### src/rtl/bus_window_pkg.sv
package bus_window_pkg;
  localparam int PORT_N = 8;
  localparam int IDX_W  = $clog2(PORT_N);

  // Strobes and selection handed from control to datapath
  typedef struct packed {
    logic [PORT_N-1:0] wen;
    logic [PORT_N-1:0] ren;
    logic [IDX_W-1:0]  idx;
    logic              miss;
  } winCtl_t;
endpackage

### src/rtl/bus_window_ctrl.sv
module bus_window_ctrl
  import bus_window_pkg::*;
#(
  parameter int ADDR_W = 32,
  parameter int WIN_LSB = 20,
  parameter logic [ADDR_W-1:0] BASE_ADDR = 32'h4000_0000,
  localparam int HI_W = ADDR_W - WIN_LSB,
  localparam int PREFIX_LSB = WIN_LSB + IDX_W
) (
  input  logic            clk,
  input  logic            rstN,
  input  logic [HI_W-1:0] winAddr,
  input  logic            mWen,
  input  logic            mRen,
  output winCtl_t         ctl
);
  logic [IDX_W-1:0] decIdx;
  logic             decHit;
  logic             strobe;
  logic [IDX_W-1:0] heldIdx;
  logic             heldMiss;

  always_comb begin
    decIdx = winAddr[IDX_W-1:0];
    decHit = (winAddr[HI_W-1:IDX_W] == BASE_ADDR[ADDR_W-1:PREFIX_LSB]);
    strobe = mWen | mRen;
  end

  always_ff @(posedge clk) begin
    if (!rstN) begin
      heldIdx  <= '0;
      heldMiss <= 1'b0;
    end else if (strobe) begin
      heldIdx  <= decIdx;
      heldMiss <= !decHit;
    end
  end

  always_comb begin
    ctl.wen  = '0;
    ctl.ren  = '0;
    ctl.idx  = strobe ? decIdx : heldIdx;
    ctl.miss = strobe ? !decHit : heldMiss;
    if (rstN && decHit) begin
      ctl.wen[decIdx] = mWen;
      ctl.ren[decIdx] = mRen;
    end
  end
endmodule

### src/rtl/bus_window_dp.sv
module bus_window_dp
  import bus_window_pkg::*;
#(
  parameter int DATA_W = 32,
  parameter logic [PORT_N-1:0] UNUSED_MASK = 8'hA0
) (
  input  winCtl_t                    ctl,
  input  logic [PORT_N*DATA_W-1:0]   sRdataIn,
  input  logic [PORT_N-1:0]          sErrIn,
  input  logic [PORT_N-1:0]          sAckIn,
  output logic [PORT_N-1:0]          sWen,
  output logic [PORT_N-1:0]          sRen,
  output logic [DATA_W-1:0]          mRdata,
  output logic                       mErr,
  output logic                       mAck
);
  logic [DATA_W-1:0] effData [PORT_N];
  logic [PORT_N-1:0] effErr;
  logic [PORT_N-1:0] effAck;

  // Retired ports answer with a fixed reply and never see a strobe
  for (genvar g = 0; g < PORT_N; g++) begin : g_port
    always_comb begin
      sWen[g]    = UNUSED_MASK[g] ? 1'b0 : ctl.wen[g];
      sRen[g]    = UNUSED_MASK[g] ? 1'b0 : ctl.ren[g];
      effData[g] = UNUSED_MASK[g] ? '0 : sRdataIn[g*DATA_W +: DATA_W];
      effErr[g]  = UNUSED_MASK[g] ? 1'b0 : sErrIn[g];
      effAck[g]  = UNUSED_MASK[g] ? 1'b1 : sAckIn[g];
    end
  end

  always_comb begin
    if (ctl.miss) begin
      mRdata = '0;
      mErr   = 1'b1;
      mAck   = 1'b1;
    end else begin
      mRdata = effData[ctl.idx];
      mErr   = effErr[ctl.idx];
      mAck   = effAck[ctl.idx];
    end
  end
endmodule

### src/rtl/bus_window_split.sv
module bus_window_split
  import bus_window_pkg::*;
#(
  parameter int ADDR_W = 32,
  parameter int DATA_W = 32,
  parameter int WIN_LSB = 20,
  parameter logic [ADDR_W-1:0] BASE_ADDR = 32'h4000_0000,
  parameter logic [PORT_N-1:0] UNUSED_MASK = 8'hA0,
  localparam int SEL_W = DATA_W / 8
) (
  input  logic                      clk,
  input  logic                      rstN,
  input  logic [ADDR_W-1:0]         mAddr,
  input  logic [DATA_W-1:0]         mWdata,
  input  logic [SEL_W-1:0]          mSel,
  input  logic                      mWen,
  input  logic                      mRen,
  output logic [DATA_W-1:0]         mRdata,
  output logic                      mErr,
  output logic                      mAck,
  output logic [ADDR_W-1:0]         sAddr,
  output logic [DATA_W-1:0]         sWdata,
  output logic [SEL_W-1:0]          sSel,
  output logic [PORT_N-1:0]         sWen,
  output logic [PORT_N-1:0]         sRen,
  input  logic [PORT_N*DATA_W-1:0]  sRdata,
  input  logic [PORT_N-1:0]         sErr,
  input  logic [PORT_N-1:0]         sAck
);
  winCtl_t ctl;

  assign sAddr  = mAddr;
  assign sWdata = mWdata;
  assign sSel   = mSel;

  bus_window_ctrl #(
    .ADDR_W(ADDR_W), .WIN_LSB(WIN_LSB), .BASE_ADDR(BASE_ADDR)
  ) u_ctrl (
    .clk(clk), .rstN(rstN), .winAddr(mAddr[ADDR_W-1:WIN_LSB]),
    .mWen(mWen), .mRen(mRen), .ctl(ctl)
  );

  bus_window_dp #(
    .DATA_W(DATA_W), .UNUSED_MASK(UNUSED_MASK)
  ) u_dp (
    .ctl(ctl), .sRdataIn(sRdata), .sErrIn(sErr), .sAckIn(sAck),
    .sWen(sWen), .sRen(sRen), .mRdata(mRdata), .mErr(mErr), .mAck(mAck)
  );
endmodule

### config.mk
export PLATFORM = sky130hd
export DESIGN_NAME = bus_window_split
export DESIGN_NICKNAME = d
export VERILOG_FILES = /design/src/rtl/bus_window_pkg.sv /design/src/rtl/bus_window_ctrl.sv /design/src/rtl/bus_window_dp.sv /design/src/rtl/bus_window_split.sv
export SDC_FILE = /design/constraint.sdc
export NUM_CORES = 1
export LEC_CHECK = 0
export ABC_AREA = 1
export BUFFER_PORTS_ARGS = -buffer_cell sky130_fd_sc_hd__clkbuf_2
export CAP_MARGIN = 20
export CELL_PAD_IN_SITES_DETAIL_PLACEMENT = 2
export CELL_PAD_IN_SITES_GLOBAL_PLACEMENT = 2
export CORE_ASPECT_RATIO = 2
export CORE_MARGIN = 10
export CORE_UTILIZATION = 13
export CTS_CLUSTER_DIAMETER = 50
export CTS_CLUSTER_SIZE = 28
export DETAILED_ROUTE_END_ITERATION = 8
export MAX_ROUTING_LAYER = met4
export PLACE_DENSITY = 0.95
export SLEW_MARGIN = 0
export SYNTH_ARGS = -nofsm -noshare
export SYNTH_HDL_FRONTEND = slang
export SYNTH_HIERARCHICAL = 1
export SYNTH_SLANG_ARGS = --single-unit
### constraint.sdc
create_clock -name clk -period 2.65 [get_ports clk]
set_input_delay 0.1325 -clock clk [delete_from_list [all_inputs] [get_ports clk]]
set_output_delay 0.1325 -clock clk [all_outputs]
set_load 0.1 [all_outputs]
==> flow_summary.yaml, run 1 <==
status:
  status: "finished clean"
final_layout:
  area_growth_pct: 53.6
  nets: 1214
  final_common_cell: "clkbuf_2"
  final_cell_mix: "243 x clkbuf_2, 208 x nand2_1, 141 x inv_1"
  drive_gt1_share_pct: 42.3
placement:
  place.gp.congestion: 0.803
  hpwlAfterDp_um: 20200
  io_buffers: 277
pwr:
  ir_drop_mv: 0.317
  leakage_uw: 0.00310
  p_per_area_mw_per_mm2: 270
worst_setup_path:
  cp.required_ns: 2.52
  end_kind: "primary output"
  crit_chain: "clkbuf_2 -> nor2_2 -> inv_1 -> or2_1 -> o21ai_0 -> inv_2 -> buf_4 -> nand2_1 -> nand3_1 -> nand2_1 -> nand2_1 -> a21oi_2 -> buf_12"
  worstPathMaxFanout: 35
  cp_common_cell: "nand2_1"
  cpPeakStageDelay_ns: 0.27
  start_kind: "input port"
  cp_slowest_cell: "buf_4"
  cp.arrival_ns: 2.22
  crit_type: "input port to primary output"
route:
  dr_wl_met2_um: 12700
  drt-vias-per-instance: 4.11
  wl_met1_um: 7320
  drc: 0
  dr_wl_met3_um: 1340
  topRoutingLayerUsed: "met4"
  drt-total-wl_um: 23500
  drt-initial-drc-count: 102
  detail_route.wl_per_cell_um: 19.3
  num_vias: 4990
  firstDrtPassIters: 4
  ant_nets: 0
clocking:
  ctsHtreeMaxLevel: 1
  cts_resized: 0
  numClockSinks: 4
  cts_buffer_depth: 2
  insertion_delay_ns: 0.22
  cts_setup_buffers: 0
  numCtsBuffers: 3
  cts_hold_buffers: 0
  cts_tree: "built"
  cts-root-buf: "clkbuf_16"
yosys:
  syn-instance-count: 697
  syn_area_per_cell_um2: 4.94
  yosysWarnings: 6
  synthesis.area_mm2: 0.00344
global_routing:
  antenna_found_initial: 3
  grt_overflow: 0
  grt_pass1_wl_um: 34400
  grt_max_degree: 68
  grt_pass1_vias: 5912
  grt_use_total_pct: 13.5
sta:
  fin_tns_setup_ns: 0
  rsz0062_at_grt: "false"
  skew_ns: 0
  slew_viol_final: 0
  relSlewSlack_pct: 49.7
  finalHoldViolCount: 0
  post-route-period-util_pct: 88.7
  tightest_slew_ns: 0.753
  finalSetupViolCount: 0
  fmax_mhz: 425
  hold_slack_ns: 0.265
  fin_crit_ns: 2.35
floorplan:
  rows: 84
  die-area_mm2: 0.0338
  io_pins: 462
  chipHeight_um: 250
  die_w_um: 135
  start_util_pct: 13.2
  coreArea_mm2: 0.0262
hold_path:
  min_path_type: "input port to primary output"
run:
  maxCapViolCount: 0
[metal layers]
metal  track usage, %  vias to the layer above
met3             2.06                      134
met5                -                        -
met2             25.5                      209
li1                 -                     2351
met1             11.1                     2296
met4             11.3                        0
[per-stage QoR]
step	area (um2)	util, %	cells	power [uW]	setup slack [ns]
2_1_floorplan	3580	-	700	1170	0.312
3_3_place_gp	5210	19.9	1209	1170	0.417
3_5_place_dp	5210	19.9	1209	1220	0.291
4_1_cts	5280	20.2	1212	1460	0.255
5_1_grt	5290	20.2	1215	1540	0.119
6_report	5290	20.2	1215	1430	0.300
[flip-flops by register name (all words and copies together), names as in the netlist]
signal           cells
u_ctrl/heldIdx       3
u_ctrl/heldMiss      1
[report_power, final]
| part | switching (uW) | total, uW | leakage, uW | internal, uW |
|---|---|---|---|---|
| logic | 739 | 1130 | 0.00303 | 391 |
| clock network | 40.9 | 233 | 0.0000370 | 193 |
| registers | 1.26 | 66.3 | 0.0000334 | 65.0 |
| total | 781 | 1430 | 0.00310 | 648 |
[layout make-up]
class                      count  area (um2)
antenna                        3        7.51
clock buffer                   3        75.1
fill                        3283       20900
inverter                     147         552
multi-input combinational    425        2110
sequential                     4        80.1
tap                          344         430
timing repair buffer         289        2040
[path summary, 6_finish.rpt]
kind / start / to / slack [ns] / cells after the start
max: mWen / mRdata[27] / 0.30 / 13
min: mWdata[18] / sWdata[18] / 0.27 / 0
max reg2reg: u_ctrl/heldIdx[2]$_SDFF_PN0_ / u_ctrl/heldIdx[2]$_SDFF_PN0_ / 1.74 / 3
min reg2reg: u_ctrl/heldMiss$_SDFF_PN0_ / u_ctrl/heldMiss$_SDFF_PN0_ / 0.63 / 3
[worst max-delay path, delay by kind of cell]
kind / cells / cell delay (ns)
buf+inv: 5 / 0.85
simple gates: 6 / 0.82
compound gates: 2 / 0.38
(Power assumes the default switching activity.)
==> run 2: changes to the inputs <==
- CTS_BUF_LIST: unset -> sky130_fd_sc_hd__clkbuf_4 sky130_fd_sc_hd__clkbuf_8
- SETUP_SLACK_MARGIN: unset -> 0.05
==> run 2 against run 1 <==
Net effect:
- register-to-register slack improved by 0.02 ns
- global-route usage barely moved
- first-iteration DRC count decreased by 0.98%
- flip-flop and latch count stayed put
- final cell count unchanged
- total power down 7.4%
- wire length shrank 0.40%
- clock skew is the same
- clock-buffer cell count unchanged
- worst hold slack did not move
- combinational power about the same
- critical path type unchanged
- largest cell class unchanged
- highest routed layer unchanged
==> flow_summary.yaml, run 2 (same netlist as run 1, synthesis figures left out) <==
worst_setup_path:
  cp.arrival_ns: 2.20
  crit_chain: "clkbuf_2 -> nor2_2 -> inv_1 -> or2_1 -> o21ai_0 -> inv_2 -> buf_4 -> nand2_1 -> nand3_1 -> nand2_1 -> nand2_1 -> a21oi_2 -> buf_12"
  cpPeakStageDelay_ns: 0.27
  r2r_start: "u_ctrl/heldIdx[2]$_SDFF_PN0_"
  rr_worst_depth: 3
  cp_common_cell: "nand2_1"
  start_kind: "input port"
  cp.required_ns: 2.52
  worstPathMaxFanout: 35
  r2r_slack_ns: 1.76
  end_kind: "primary output"
  crit_type: "input port to primary output"
  regToRegEndpoint: "u_ctrl/heldIdx[2]$_SDFF_PN0_"
  cp_slowest_cell: "buf_4"
floorplan:
  start_util_pct: 13.2
  chipHeight_um: 250
  coreArea_mm2: 0.0262
  rows: 84
  die_w_um: 135
  io_pins: 462
  die-area_mm2: 0.0338
sta:
  post-route-period-util_pct: 88.1
  finalHoldViolCount: 0
  rsz0062_at_grt: "false"
  relSlewSlack_pct: 50.0
  fmax_mhz: 428
  hold_slack_ns: 0.265
  slew_viol_final: 0
  skew_ns: 0
  fin_tns_setup_ns: 0
  fin_crit_ns: 2.33
  tightest_slew_ns: 0.749
  finalSetupViolCount: 0
final_layout:
  reg_top3: "u_ctrl/heldIdx x3, u_ctrl/heldMiss x1"
  multi_input_area_mm2: 0.00211
  area_growth_pct: 52.6
  nets: 1214
  largest_register: "u_ctrl/heldIdx"
  largest_register_ffs: 3
  post_layout_nonfiller_instances: 1215
  fillCellCount: 3286
  regArea_um2: 80.1
  final_cell_mix: "243 x clkbuf_2, 208 x nand2_1, 141 x inv_1"
  drive_gt1_share_pct: 42.3
  final_common_cell: "clkbuf_2"
run:
  maxCapViolCount: 0
clocking:
  numCtsBuffers: 3
  ctsHtreeMaxLevel: 1
  cts_hold_buffers: 0
  cts_resized: 0
  numClockSinks: 4
  insertion_delay_ns: 0.22
  cts_tree: "built"
  cts-root-buf: "clkbuf_8"
  cts_buffer_depth: 2
  cts_setup_buffers: 0
global_routing:
  antenna_found_initial: 3
  grt_pass1_wl_um: 34300
  grt_overflow: 0
  grt_pass1_vias: 5903
  grt_max_degree: 68
  grt_use_total_pct: 13.5
placement:
  hpwlAfterDp_um: 20200
  dp_cells: 1209
  io_buffers: 277
  place.gp.congestion: 0.803
hold_path:
  min_path_type: "input port to primary output"
  min_from: "mWdata[18]"
  worstHoldPathCells: 0
  holdPathEnd: "sWdata[18]"
route:
  num_vias: 4985
  firstDrtPassIters: 4
  drc: 0
  detail_route.wl_per_cell_um: 19.3
  ant_nets: 0
  drt-vias-per-instance: 4.10
  drt-initial-drc-count: 101
  drt-total-wl_um: 23400
pwr:
  leakage_uw: 0.00308
  p_per_area_mw_per_mm2: 252
  ir_drop_mv: 0.195
status:
  status: "finished clean"
-- run 2: cell counts in the layout (fill, tap and decap cells not counted) --
Identical to the previous run, type by type.
-- run 2: cell type report --
type                            instances  share of cell area, %
Clock buffer                            3                  0.785
Sequential cell                         4                   1.52
Antenna cell                            3                  0.143
Inverter                              147                   10.5
Timing Repair Buffer                  289                   38.7
Multi-Input combinational cell        425                   40.1
Tap cell                              344                   8.19
-- run 2: worst max-delay path by stage --
stage | from | end | slack [ns] | cells past startpoint
after CTS | mWen | mRdata[27] | 0.26 | 13
after detailed placement | mWen | mRdata[27] | 0.29 | 13
after floorplan | mWen | mRdata[0] | 0.31 | 11
after global placement | mWen | mRdata[31] | 0.42 | 13
after global routing | mWen | mRdata[27] | 0.13 | 13
final | mWen | mRdata[27] | 0.32 | 13
-- run 2: stage by stage --
step | area, um2 | util (%) | total power, uW | setup slack [ns]
2_1_floorplan | 3580 | - | 1170 | 0.312
3_5_place_dp | 5210 | 19.9 | 1220 | 0.291
3_3_place_gp | 5210 | 19.9 | 1170 | 0.417
5_1_grt | 5260 | 20.1 | 1440 | 0.132
4_1_cts | 5250 | 20.1 | 1360 | 0.259
6_report | 5260 | 20.1 | 1320 | 0.316
-- run 2: critical path, delay by kind of cell --
family | cells | cell delay (ns)
AO/OA/AOI/OAI | 2 | 0.40
buffers and inverters | 5 | 0.83
AND/OR/NAND/NOR | 6 | 0.82
-- run 2: per-layer routing --
| metal | GRT usage (%) | wire [um] | part of all wire [%] |
|---|---|---|---|
| met1 | 10.9 | 7150 | 31 |
| met2 | 25.4 | 12600 | 54 |
| met3 | 2.31 | 1390 | 6.0 |
| met4 | 11.6 | 2220 | 9.5 |
| met5 | - | 0 | 0 |
-- run 2: where the power goes --
part | switching [uW] | total [uW] | internal [uW]
sequential | 1.29 | 66.3 | 65.0
clock | 31.8 | 129 | 96.8
combinational | 738 | 1130 | 391
total | 771 | 1320 | 553
